**config.mk**
```make
export PLATFORM = sky130hd
export DESIGN_NAME = cfg_serial_port
export DESIGN_NICKNAME = d
export VERILOG_FILES = /design/src/rtl/cfg_serial_port.sv
export SDC_FILE = /design/constraint.sdc
export NUM_CORES = 1
export LEC_CHECK = 0
export BUFFER_PORTS_ARGS = -buffer_cell sky130_fd_sc_hd__buf_2
export CELL_PAD_IN_SITES_DETAIL_PLACEMENT = 1
export CELL_PAD_IN_SITES_GLOBAL_PLACEMENT = 2
export CORE_ASPECT_RATIO = 1.1
export CORE_MARGIN = 4
export CORE_UTILIZATION = 31
export DETAILED_ROUTE_END_ITERATION = 6
export PLACE_DENSITY = 0.82
export SYNTH_ARGS = -nofsm -noshare
export SYNTH_HDL_FRONTEND = slang
export SYNTH_SLANG_ARGS = --single-unit
```
**constraint.sdc**
```tcl
create_clock -name clk -period 1.4 [get_ports clk]
set_input_delay 0.14 -clock clk [delete_from_list [all_inputs] [get_ports clk]]
set_output_delay 0.14 -clock clk [all_outputs]
set_load 0.02 [all_outputs]
```
**src/rtl/cfg_serial_port.sv**
```systemverilog
module cfg_serial_port #(
  parameter int ADDR_W = 4,
  parameter int DATA_W = 12,
  parameter logic [ADDR_W-1:0] DLL_ADDR = 4'b1101,
  parameter logic [ADDR_W-1:0] TP_ADDR  = 4'b1110,
  parameter logic [ADDR_W-1:0] PD_ADDR  = 4'b1111,
  parameter int DLL_BIT = 1,
  parameter int TP_LSB  = 8,
  parameter int PD_BIT  = 11
) (
  input  logic       clk,
  input  logic       rst,
  input  logic       sen_n,
  input  logic       sclk,
  input  logic       sdata,
  output logic       dll_off,
  output logic [1:0] test_sel,
  output logic       pwr_down
);
  localparam int WORD_W = ADDR_W + DATA_W;
  localparam int CNT_W  = $clog2(WORD_W);
  localparam logic [CNT_W-1:0] LAST = CNT_W'(WORD_W - 1);

  logic              sclk_q;
  logic [CNT_W-1:0]  bit_cnt;
  logic [WORD_W-2:0] shreg;

  wire               take  = sclk_q & ~sclk & ~sen_n;
  wire               last  = (bit_cnt == LAST);
  wire [WORD_W-1:0]  word  = {shreg, sdata};
  wire [ADDR_W-1:0]  waddr = word[WORD_W-1 -: ADDR_W];
  wire [DATA_W-1:0]  wdata = word[DATA_W-1:0];
  wire               commit = take & last;

  always_ff @(posedge clk) begin
    sclk_q <= sclk;
    if (rst) begin
      bit_cnt  <= '0;
      shreg    <= '0;
      dll_off  <= 1'b0;
      test_sel <= 2'b00;
      pwr_down <= 1'b0;
    end else if (sen_n) begin
      bit_cnt <= '0;
    end else if (take) begin
      shreg   <= word[WORD_W-2:0];
      bit_cnt <= last ? '0 : bit_cnt + CNT_W'(1);
      if (commit) begin
        if (waddr == DLL_ADDR) dll_off  <= wdata[DLL_BIT];
        if (waddr == TP_ADDR)  test_sel <= wdata[TP_LSB +: 2];
        if (waddr == PD_ADDR)  pwr_down <= wdata[PD_BIT];
      end
    end
  end
endmodule


```
==> results.ini <==
[yosys]
yosys_warnings = 0
synth_cells = 109
syn_area_sq_um = 974.7
synth_top_area_share_pct = 49.29
synth_area_leaders = dfxtp_1 49%, nand2_1 13%, a21oi_1 7.7%
avgSynthCellArea_sq_um = 8.942
ys_seq_area_share_pct = 49.29
yosys_register_bits = 24
syn_nets = 115
synth_top_area_cell = dfxtp_1
synthDistinctLibCells = 27

[floorplanning]
num_rows = 21
die_w_um = 61.47
die_area_sq_um = 4106
core-area_sq_um = 3022
pin_count = 9
die_h_um = 66.81
start_util_pct = 32.26

[clocking]
numCtsBuffers = 3
cts_tree = yes
cts_buffer_depth = 2
clockRootBuffer = clkbuf_4
clk_pin_slew_worst_paths_ns = 0.13
cts_sinks = 24
cts_max_level = 1
clock_latency_ns = 0.31

[power_and_ir_drop]
power_density_nw_per_um2 = 970.0
vdd_drop_max_mv = 0.5635
p_total_mw = 1.103
p_leak_nw = 0.3888

[worst_setup_path]
path_class = register to register
crit_chain = ha_2, nand3_2, buf_4, nor4_4, mux2i_1
cpPeakStageDelay_ns = 0.37
cp_max_fo = 4
worst_path_max_delay_cell = dfxtp_2
crit_arrival_ns = 1.58
crit_required_ns = 1.65
startpoint_type = register
crit_buf_inv = 1
crit_family = flip-flops
end_kind = register

[sta]
rsz0062_at_grt = false
max_freq_mhz = 753.7
period_needed_ns = 1.327
setup_tns_ns = 0
tightest_slew_ns = 0.3161
drv_slew = 0
relSlewSlack_pct = 78.64
setup-violations-final = 0
fin_skew_ns = 0.01288
hold_viol_final = 0
period_share_pct = 94.77

[finish]
final_util_pct = 37.64
antennaDiodeCount = 0
seqCellArea_sq_um = 484.2
layoutNonFillerInstCount = 157
n_fill_cell = 374
drive_gt1_share_pct = 22.76
nets = 130
area_delta_synth_final_pct = 16.69
multi_input_area_sq_um = 467.9

[routing]
drc = 0
drt_iter0_drc = 37
route.vias.total = 787
drt-total-wl_um = 2031
wl_per_cell_um = 12.94
detail-route-antenna-nets = 0
vias_per_cell = 5.013
drtPass1Iterations = 4

[placed_design]
port_buffers = 8
placed_cells = 152
hpwl_um = 1479
finalWeightedCongestion = 0.8116

[job]
max_cap_violations = 0

[grt]
track_usage_pct = 11.61
antenna_found_initial = 0
grt_pass1_wl_um = 3525
grt_pass1_vias = 822
grt_max_degree = 22
grt.overflow.total = 0

[worst_hold_path]
hold_class = primary input to register

[run_status]
status = complete, no violations

==> path summary, 6_finish.rpt <==
check | startpoint | endpoint | slack (ns) | cells past startpoint
setup reg to reg | bit_cnt[0] | dll_off | 0.07 | 5
setup / recovery | bit_cnt[0] | dll_off | 0.07 | 5
hold / removal | sdata | shreg[0] | 0.07 | 3
hold reg to reg | shreg[3] | shreg[4] | 0.47 | 2
==> routing by layer <==
| layer | GRT usage, % | routed length (um) | part of all wire (%) | vias to the layer above |
|---|---|---|---|---|
| met5 | 0 | 0 | 0 | - |
| met4 | 5.570 | 27 | 1.3 | 0 |
| met3 | 2.326 | 49 | 2.4 | 4 |
| met2 | 19.44 | 937 | 46 | 7 |
| met1 | 13.82 | 1017 | 50 | 376 |
| li1 | - | - | - | 400 |
==> layout by cell type, fill, tap and decap left out, types with 2 or more instances in the layout <==
| cell type | netlist | layout |
|---|---|---|
| nand4bb_1 | 2 | 2 |
| buf_4 | 0 | 7 |
| clkbuf_4 | 0 | 3 |
| nor3_1 | 4 | 4 |
| dfxtp_1 | 24 | 21 |
| dfxtp_2 | 0 | 3 |
| nand2b_1 | 2 | 2 |
| mux2i_1 | 4 | 4 |
| nand2_1 | 34 | 34 |
| buf_2 | 1 | 8 |
| a21oi_1 | 15 | 15 |
==> power by group <==
part           leakage (nW)  switching, mW  internal [mW]  total, mW
logic                 0.173         0.0357         0.0232     0.0588
registers             0.195        0.00352          0.687      0.690
clock network        0.0210          0.196          0.159      0.354
total                 0.389          0.235          0.869       1.10
==> cell usage after synthesis (all sizes together) <==
cell	number
nand3b	1
and2	1
or3b	1
nor2b	1
nand4bb	2
xnor2	1
buf	3
a31oi	1
nor4	2
dfxtp	24
nor3b	1
ha	1
nand3	2
o311a	1
nand2b	2
mux2i	4
a21oi	15
a31o	1
nor3	4
nor4bb	1
nand2	34
inv	1
a211oi	1
clkbuf	3
o2111a	1
==> logic make-up (layout without fill, tap and decap cells) <==
kind of cell / after synthesis / in the layout / synth area share, %
AO/OA/AOI/OAI: 20 / 20 / 12.20
XOR/XNOR: 1 / 1 / 0.8988
adder cells (fa/ha/maj): 1 / 1 / 1.283
buffers and inverters: 7 / 21 / 4.363
flip-flops: 24 / 24 / 49.29
multiplexers: 4 / 4 / 4.108
AND/OR/NAND/NOR: 52 / 52 / 27.86
==> final cells by class <==
class	instances	area share, %
repair buffers	16	9.021
well taps	34	3.740
clock buffers	4	3.190
inverters	1	0.3300
multi-input cells	78	41.14
flip-flops and latches	24	42.57
==> worst register-to-register path, stage by stage (launching register included) <==
cell	delay, ns
dfxtp_2	0.37
ha_2	0.20
nand3_2	0.10
buf_4	0.17
nor4_4	0.22
mux2i_1	0.22
==> sequential cells by signal, indices dropped and copies added, names as in the netlist <==
name	flops
shreg	15
sclk_q	1
test_sel	2
bit_cnt	4
dll_off	1
pwr_down	1
==> per-stage QoR <==
| step | setup WS (ns) | hold slack, ns | instance area, sq um |
|---|---|---|---|
| 2_1_floorplan | 0.04474 | 0.1677 | 974.7 |
| 3_3_place_gp | 0.08359 | 0.3174 | 1071 |
| 3_5_place_dp | 0.008390 | 0.3277 | 1071 |
| 4_1_cts | 0.001253 | 0.05531 | 1121 |
| 5_1_grt | 0.01202 | 0.04700 | 1137 |
| 6_report | 0.07317 | 0.06813 | 1137 |
==> repair_timing <==
| action | CTS | global route |
|---|---|---|
| resized for setup | 2 | 5 |
| buffers inserted | 0 | 0 |
| endpoints found under the hold margin | 1 | 0 |
| setup endpoints to repair | 1 | 13 |
| hold buffers | 1 | 0 |
| pin swaps | 0 | 0 |
(Power assumes the default switching activity.)
